--- src/rtl/tsg_pkg.sv ---
package tsg_pkg;
  localparam int CODE_W = 4;
  typedef logic [CODE_W-1:0] code_t;
  typedef enum logic {ST_IDLE = 1'b0, ST_HELD = 1'b1} steer_e;
endpackage

--- src/rtl/tsg_rst_sync.sv ---
module tsg_rst_sync #(
  parameter int STAGES = 2
) (
  input  logic clk,
  input  logic rst_n,
  output logic rst_sync_n
);
  logic [STAGES-1:0] chain_q;

  always_ff @(posedge clk or negedge rst_n) begin
    if (!rst_n) chain_q <= '0;
    else        chain_q <= {chain_q[STAGES-2:0], 1'b1};
  end

  assign rst_sync_n = chain_q[STAGES-1];
endmodule

--- src/rtl/tsg_guard_timer.sv ---
module tsg_guard_timer
  import tsg_pkg::*;
#(
  parameter int CNT_W = 8
) (
  input  logic             clk,
  input  logic             rst_n,
  input  logic             early,
  input  logic [CNT_W-1:0] present_lim,
  input  logic [CNT_W-1:0] absent_lim,
  output logic             steer,
  output logic             steer_rise
);
  localparam int EXT_W = CNT_W + 1;

  steer_e            st_q, st_d;
  logic [CNT_W-1:0]  cnt_q, cnt_d;
  logic [CNT_W-1:0]  lim_sel;
  logic [EXT_W-1:0]  lim_eff;
  logic [EXT_W-1:0]  cnt_inc;
  logic              timing;
  logic              cnt_en;

  // Timing runs while the early flag disagrees with the steering state.
  assign timing  = early != (st_q == ST_HELD);
  assign lim_sel = (st_q == ST_HELD) ? absent_lim : present_lim;
  assign lim_eff = (lim_sel == '0) ? EXT_W'(1) : {1'b0, lim_sel};
  assign cnt_inc = {1'b0, cnt_q} + EXT_W'(1);

  always_comb begin
    st_d  = st_q;
    cnt_d = '0;
    if (timing) begin
      if (cnt_inc >= lim_eff) begin
        st_d  = (st_q == ST_HELD) ? ST_IDLE : ST_HELD;
        cnt_d = '0;
      end else begin
        cnt_d = cnt_inc[CNT_W-1:0];
      end
    end
  end

  // Counter only toggles while timing or while clearing a leftover count.
  assign cnt_en = timing || (cnt_q != '0);

  always_ff @(posedge clk or negedge rst_n) begin
    if (!rst_n) begin
      st_q  <= ST_IDLE;
      cnt_q <= '0;
    end else begin
      st_q <= st_d;
      if (cnt_en) cnt_q <= cnt_d;
    end
  end

  assign steer      = (st_q == ST_HELD);
  assign steer_rise = (st_d == ST_HELD) && (st_q == ST_IDLE);
endmodule

--- src/rtl/tsg_code_latch.sv ---
module tsg_code_latch
  import tsg_pkg::*;
(
  input  logic  clk,
  input  logic  rst_n,
  input  logic  load,
  input  code_t code_in,
  output code_t code_out,
  output logic  strobe
);
  code_t code_q;
  logic  stb_q;

  always_ff @(posedge clk or negedge rst_n) begin
    if (!rst_n) begin
      code_q <= '0;
      stb_q  <= 1'b0;
    end else begin
      stb_q <= load;
      if (load) code_q <= code_in;
    end
  end

  assign code_out = code_q;
  assign strobe   = stb_q;
endmodule

--- src/rtl/tone_steer_guard.sv ---
module tone_steer_guard
  import tsg_pkg::*;
#(
  parameter int CNT_W = 8
) (
  input  logic             clk,
  input  logic             rst_n,
  input  logic             pair_valid_i,
  input  logic [3:0]       pair_code_i,
  input  logic [CNT_W-1:0] present_lim_i,
  input  logic [CNT_W-1:0] absent_lim_i,
  output logic             early_o,
  output logic             steer_o,
  output logic             guard_o,
  output logic [3:0]       code_o,
  output logic             digit_stb_o
);
  logic  rst_int_n;
  logic  steer_w;
  logic  rise_w;
  code_t code_w;

  tsg_rst_sync #(.STAGES(2)) u_rst (
    .clk        (clk),
    .rst_n      (rst_n),
    .rst_sync_n (rst_int_n)
  );

  assign early_o = pair_valid_i;

  tsg_guard_timer #(.CNT_W(CNT_W)) u_timer (
    .clk         (clk),
    .rst_n       (rst_int_n),
    .early       (early_o),
    .present_lim (present_lim_i),
    .absent_lim  (absent_lim_i),
    .steer       (steer_w),
    .steer_rise  (rise_w)
  );

  tsg_code_latch u_latch (
    .clk      (clk),
    .rst_n    (rst_int_n),
    .load     (rise_w),
    .code_in  (pair_code_i),
    .code_out (code_w),
    .strobe   (digit_stb_o)
  );

  assign steer_o = steer_w;
  assign code_o  = code_w;
  assign guard_o = early_o ^ steer_w;
endmodule

--- config.mk ---
export PLATFORM = sky130hd
export DESIGN_NAME = tone_steer_guard
export DESIGN_NICKNAME = d
export VERILOG_FILES = /design/src/rtl/tsg_pkg.sv /design/src/rtl/tsg_rst_sync.sv /design/src/rtl/tsg_guard_timer.sv /design/src/rtl/tsg_code_latch.sv /design/src/rtl/tone_steer_guard.sv
export SDC_FILE = /design/constraint.sdc
export NUM_CORES = 1
export LEC_CHECK = 0
export BUFFER_PORTS_ARGS = -buffer_cell sky130_fd_sc_hd__buf_2
export CAP_MARGIN = 30
export CORE_ASPECT_RATIO = 0.75
export CORE_UTILIZATION = 50
export DETAILED_ROUTE_END_ITERATION = 16
export GPL_TIMING_DRIVEN = 0
export MAX_ROUTING_LAYER = met4
export PLACE_DENSITY = 0.78
export SLEW_MARGIN = 20
export SYNTH_ARGS = -nofsm -noshare
export SYNTH_HDL_FRONTEND = slang
export SYNTH_SLANG_ARGS = --single-unit
--- constraint.sdc ---
create_clock -name clk -period 1 [get_ports clk]
set_clock_uncertainty 0.05 [all_clocks]
set_input_delay 0.1 -clock clk [delete_from_list [all_inputs] [get_ports clk]]
set_output_delay 0.1 -clock clk [all_outputs]
set_load 0.01 [all_outputs]
==> flow_summary.ini, run 1 <==
[power_and_ir_drop]
total_power_mw = 3.361
ir_worst_vdd_mv = 1.760
p_seq_share_pct = 28.9
powerDensity_nw_per_um2 = 2184
power_report.internal_total_mw = 2.054
switching_part_of_the_total_pct = 38.87
share_clk_of_total_power_pct = 13.2
power.combinational.fraction_pct = 57.9
switching_power_summed_over_all_nets_mw = 1.306
leakagePower_nw = 0.7850

[sta]
finalCriticalPeriod_ps = 2609
final-setup-viol-count = 16
final_max_slew_viols = 0
timing.max_slew.rel_slack_pct = 62.01
finalHoldViolCount = 0
timing_worst_slew_pin_value_ps = 569.8
rsz_0062_raised_after_global_routing = true
max_clock_freq_mhz = 383.3
final_setup_margin_ps = -1609
fin_tns_setup_ps = -22360
fin_crit_sh_pct = 260.9

[floorplanning]
core.rowCount = 13
die_y_um = 41.09
die_w_um = 54.12
initial_utilization_pct = 55.91
design.die.area_um2 = 2223
core_box_area_um2 = 1822
pin_count = 31

[finish]
most-common-layout-cells = buf_2 (29), buf_4 (15), dfrtp_1 (12), ha_1 (9), nand3_1 (7)
area_growth_pct = 51.11
antenna_cells_inserted = 0
mostFrequentLayoutCell = buf_2
utilization_pct = 84.48
post_route_cells_drive_above_1_share_pct = 52.38
num-fill-cells = 96
finalNetCount = 181

[place]
globalplace.congestion = 0.8188
dpl.hpwl_um = 1722
port_buffers = 30

[synthesis]
synth-compound-area-share_pct = 8.477
yosys.cell_types.count = 27
ys_seq_area_share_pct = 39.31
synth-xor-area-share_pct = 6.020
synthesis.area_um2 = 1018
syn_avg_cell_area_um2 = 10.83
synth.mux.area_fraction_pct = 13.39
synth_simple_gate_area_share_pct = 17.20
yosys_warnings = 0
synth_seq_cells = 16
synthesis.nets = 127
syn-instance-count = 94
synth_top_family_by_area = simple AND/OR/NAND/NOR gates
synth_fa_ha_area_share_pct = 12.29

[clock_network]
h_tree_depth_reported_by_cts = 1
tritoncts = built
sink_count = 16
cts_root_cell = clkbuf_4
cts_max_path_buffers = 2
clk_transition_reported_paths_ps = 100
clkLatencyLatePin_ps = 300
cts_made_buffers = 3

[global_route]
grt_start_max_net_pins = 15
groute.usage.overall_pct = 29.01
grt_first_pass_wirelength_um = 4077
first_global_vias = 873
gr-total-overflow = 0
antenna_found_initial = 0

[routing]
drt-wirelength-per-cell_um = 17.40
drc_errors = 0
firstDrtPassIters = 4
post_detailed_route_count_of_antenna_violating_nets = 0
detail_route.vias_per_cell = 5.527
detail_route.iter0.violations = 31
drt_wl_total_um = 2941
via_count = 934

[critical_path]
crit_path_required_time_ps = 1140
r2r.worst_path.cells = 10
critical_path.endpoint_type = flop
critical_path_peak_fanout = 5
cp-endpoint = u_latch.code_out[3]$_DFFE_PN0P_
timing.critical_path.from_type = flop
reg2reg_setup_slack_ps = -1610
cp-startpoint = u_timer.steer$_DFF_PN0_
timing_worst_setup_path_type = reg -> reg
cp.arrival_ps = 2750
rr_startpoint = u_timer.steer$_DFF_PN0_
worstReg2RegEnd = u_latch.code_out[3]$_DFFE_PN0P_

[status]
outcome = finished, violations left
failed_checks = negative setup slack

[hold_path]
min-delay-path-class = in -> async

[run]
maxCapViolations = 0
-- layout make-up --
cell class | instances | area, um^2 | area share, %
sequential | 16 | 405.4 | 26.34
multi-input combinational | 72 | 724.4 | 47.07
timing repair buffer | 49 | 311.5 | 20.24
buffer | 2 | 18.77 | 1.220
clock buffer | 4 | 36.28 | 2.358
inverter | 4 | 15.01 | 0.9756
tap | 22 | 27.53 | 1.789
-- cells by family after synthesis --
group                    Yosys count
flip-flops                        16
XOR/XNOR                           7
multiplexers                      13
AO/OA/AOI/OAI                     10
adder cells (fa/ha/maj)           10
other                              1
buffers and inverters              6
AND/OR/NAND/NOR                   31
-- power by group through the flow --
stage	clock, mW	combinational [mW]	sequential (mW)
after floorplan	0	0.782	0.961
after global placement	0	1.09	0.949
after detailed placement	0	1.15	0.956
after CTS	0.438	1.56	0.957
after global routing	0.484	2.07	0.990
final	0.445	1.95	0.971
-- flip-flops by register name, summed over array words and instances (netlist names) --
register / cells
u_timer.cnt_q: 8
u_latch.code_out: 4
u_rst.chain_q: 2
u_latch.strobe: 1
u_timer.steer: 1
-- layer usage --
| layer | share of wire (%) | GRT usage, % | up-vias |
|---|---|---|---|
| li1 | - | - | 440 |
| met1 | 41 | 33.41 | 442 |
| met2 | 50 | 50.31 | 40 |
| met3 | 6.9 | 7.778 | 12 |
| met4 | 2.5 | 8.974 | 0 |
| met5 | 0 | - | - |
-- worst min-delay path by stage --
stage | start | end | cells past startpoint
2_1_floorplan | rst_n | u_rst.chain_q[0]$_DFF_PN0_ | 0
3_3_place_gp | rst_n | u_rst.chain_q[0]$_DFF_PN0_ | 1
3_5_place_dp | rst_n | u_rst.chain_q[1]$_DFF_PN0_ | 1
4_1_cts | rst_n | u_rst.chain_q[1]$_DFF_PN0_ | 2
5_1_grt | rst_n | u_rst.chain_q[1]$_DFF_PN0_ | 2
6_report | rst_n | u_rst.chain_q[1]$_DFF_PN0_ | 2
-- per-stage QoR --
| stage | hold slack, ps | worst slack, ps | instances | instance area, um^2 |
|---|---|---|---|---|
| floorplan | -245.6 | -1284 | 94 | 1032 |
| global placement | -166.3 | -1491 | 146 | 1210 |
| detailed placement | -157.3 | -1533 | 146 | 1210 |
| CTS | 60.88 | -1455 | 165 | 1458 |
| global route | 51.94 | -1629 | 169 | 1539 |
| finish | 66.07 | -1609 | 169 | 1539 |
-- cells in the mapped netlist --
cell | n | area share [%]
a211oi_4 | 1 | 2.0
a21o_1 | 2 | 1.5
a21oi_4 | 1 | 1.6
a31oi_1 | 1 | 0.61
and2_1 | 1 | 0.61
and3_1 | 1 | 0.61
buf_4 | 2 | 1.5
conb_1 | 1 | 0.37
dfrtp_1 | 16 | 39
ha_1 | 10 | 12
inv_1 | 4 | 1.5
mux2_2 | 5 | 5.5
mux2i_1 | 8 | 7.9
nand2_1 | 4 | 1.5
nand2b_1 | 2 | 1.2
nand3_1 | 7 | 3.4
nand3_2 | 1 | 0.98
nand4_1 | 1 | 0.61
nand4_2 | 1 | 1.2
nor2_1 | 4 | 1.5
nor2b_1 | 6 | 3.7
nor3_1 | 2 | 0.98
nor4b_1 | 1 | 0.86
o21a_2 | 1 | 0.86
o21ai_0 | 4 | 2.0
xnor2_1 | 2 | 1.7
xor2_1 | 5 | 4.3
-- what timing repair did --
action                     4_1_cts  5_1_grt
setup endpoints to repair       16       19
cloned                           1        0
pin swaps                        8        6
resized for setup               20        9
buffers inserted                 9        4
hold buffers                     5        0
hold endpoints to repair         6        0
-- worst max-delay path, stage by stage (launching register included) --
cell	delay [ps]
dfrtp_1	430
buf_6	190
mux2i_2	270
nand4_1	180
o21ai_2	200
ha_1	150
nand2b_4	120
a31oi_4	90
o21a_4	250
a21oi_4	240
mux2_4	330
No activity file was read; power rests on OpenSTA's default activity.
==> run 2, diff against run 1 <==
- CORE_UTILIZATION: 50 -> 54
- PLACE_DENSITY: 0.78 -> 0.83
- clock period: 1 -> 3.29 ns (I/O delays scaled with it)
==> run 2 against run 1 <==
Against the previous run: the flow now finishes without violations; clock-buffer cell count unchanged; combinational power is 82% lower; sequential share of layout area grew 5.9 points; total power decreased by 77%; maximum frequency up 0.43%; cell count is 11% lower; non-clock buffer count down 18; critical path type unchanged; highest routed layer is now met3.
==> flow_summary.ini, run 2 (synthesized netlist as in run 1, its figures left out) <==
[routing]
post_detailed_route_count_of_antenna_violating_nets = 0
detail_route.vias_per_cell = 5.139
drc_errors = 0
drt_wl_total_um = 2044
firstDrtPassIters = 4
detail_route.iter0.violations = 9
drt-wirelength-per-cell_um = 13.54
via_count = 776

[floorplanning]
pin_count = 31
design.die.area_um2 = 2065
core_box_area_um2 = 1757
core.rowCount = 13
initial_utilization_pct = 57.98
die_y_um = 39.61
die_w_um = 52.15

[place]
dpl.cell_count = 146
globalplace.congestion = 0.8486
dpl.hpwl_um = 1687
placed_area_um2 = 1196
port_buffers = 30
pre_cts_ws_ps = 726.9

[sta]
finalCriticalPeriod_ps = 2598
timing_worst_slew_pin_value_ps = 553.1
timing.max_slew.rel_slack_pct = 63.12
rsz_0062_raised_after_global_routing = false
fin_crit_sh_pct = 78.97
finalHoldViolCount = 0
timing.hold.ws_ps = 181.2
max_clock_freq_mhz = 384.9
fin_tns_setup_ps = 0
final_setup_margin_ps = 692.0
final_max_slew_viols = 0
final-setup-viol-count = 0

[power_and_ir_drop]
ir_worst_vdd_mv = 0.4452
share_clk_of_total_power_pct = 17.1
powerDensity_nw_per_um2 = 609.1
power_report.internal_total_uw = 467.1
switching_part_of_the_total_pct = 38.27
power.combinational.fraction_pct = 45.2
p_seq_share_pct = 37.7
switching_power_summed_over_all_nets_uw = 289.6
leakagePower_nw = 0.6775
total_power_uw = 756.8

[clock_network]
tritoncts = built
post_cts_resize_count = 0
cts_root_cell = clkbuf_4
cts_max_path_buffers = 2
clk_transition_reported_paths_ps = 90
clkLatencyLatePin_ps = 290
h_tree_depth_reported_by_cts = 1
sink_count = 16
cts_made_buffers = 3

[critical_path]
crit_path_required_time_ps = 3420
critical_path_peak_fanout = 10
critical_path.endpoint_type = flop
cp.arrival_ps = 2730
timing_worst_setup_path_type = reg -> reg
timing.critical_path.from_type = flop

[status]
outcome = completed

[finish]
most-common-layout-cells = buf_2 (30), dfrtp_1 (16), ha_1 (10), mux2i_1 (8), nand3_1 (7)
post_route_cells_drive_above_1_share_pct = 35.66
utilization_pct = 70.73
register_with_the_most_flip_flops = u_timer.cnt_q
finalNetCount = 163
layout.cell_area.non_filler_um2 = 1242
area_growth_pct = 21.99
number_of_flip_flops_in_the_largest_register = 8
instances_no_fill = 151
antenna_cells_inserted = 0
mostFrequentLayoutCell = buf_2

[global_route]
gr-total-overflow = 0
antenna_found_initial = 0
groute.usage.overall_pct = 24.08
grt_start_max_net_pins = 15
first_global_vias = 728
grt_first_pass_wirelength_um = 3284

[hold_path]
min-delay-path-class = reg -> async

[run]
maxCapViolations = 0
## run 2: power by group through the flow
stage          Combinational [mW]  Clock (mW)  Sequential (mW)
2_1_floorplan               0.228           0            0.291
3_3_place_gp                0.319           0            0.286
3_5_place_dp                0.342           0            0.290
4_1_cts                     0.344       0.135            0.286
5_1_grt                     0.377       0.144            0.292
6_report                    0.342       0.129            0.286
## run 2: layer usage
| metal | part of all wire, % | global-route usage (%) | up-vias |
|---|---|---|---|
| met1 | 46 | 30.19 | 364 |
| met2 | 50 | 39.74 | 14 |
| met4 | 0 | 3.947 | 0 |
| met5 | 0 | - | - |
| met3 | 3.0 | 6.977 | 0 |
| li1 | - | - | 398 |
## run 2: final timing paths
kind	from	endpoint	slack, ps	depth (start not counted)
setup / recovery	u_timer.steer$_DFF_PN0_	u_latch.code_out[3]$_DFFE_PN0P_	690	10
hold / removal	u_rst.chain_q[1]$_DFF_PN0_	u_latch.code_out[1]$_DFFE_PN0P_	180	0
setup reg to reg	u_timer.steer$_DFF_PN0_	u_latch.code_out[3]$_DFFE_PN0P_	690	10
hold reg to reg	u_rst.chain_q[1]$_DFF_PN0_	u_latch.code_out[1]$_DFFE_PN0P_	180	0
max in group asynchronous	u_rst.chain_q[1]$_DFF_PN0_	u_timer.cnt_q[1]$_DFFE_PN0P_	2650	0
min in group clk	pair_code_i[2]	u_latch.code_out[2]$_DFFE_PN0P_	220	2
## run 2: worst max-delay path: stages (launching register included)
cell	delay, ps
dfrtp_1	370
buf_4	210
mux2i_1	330
nand4_1	130
o21ai_0	210
ha_1	260
nand2b_1	150
a31oi_1	190
o21a_2	220
a21oi_4	90
mux2_2	290
## run 2: final cells by class
class                      count  area, um^2
multi-input combinational     72       588.1
fill                         138       514.2
sequential                    16       400.4
timing repair buffer          31       160.2
clock buffer                   4       36.28
tap                           22       27.53
buffer                         2       15.01
inverter                       4       15.01
## run 2: timing repair
| action | 4_1_cts | 5_1_grt |
|---|---|---|
| hold buffers | 1 | 0 |
| endpoints found under the hold margin | 2 | 0 |
| buffers inserted | 0 | 0 |
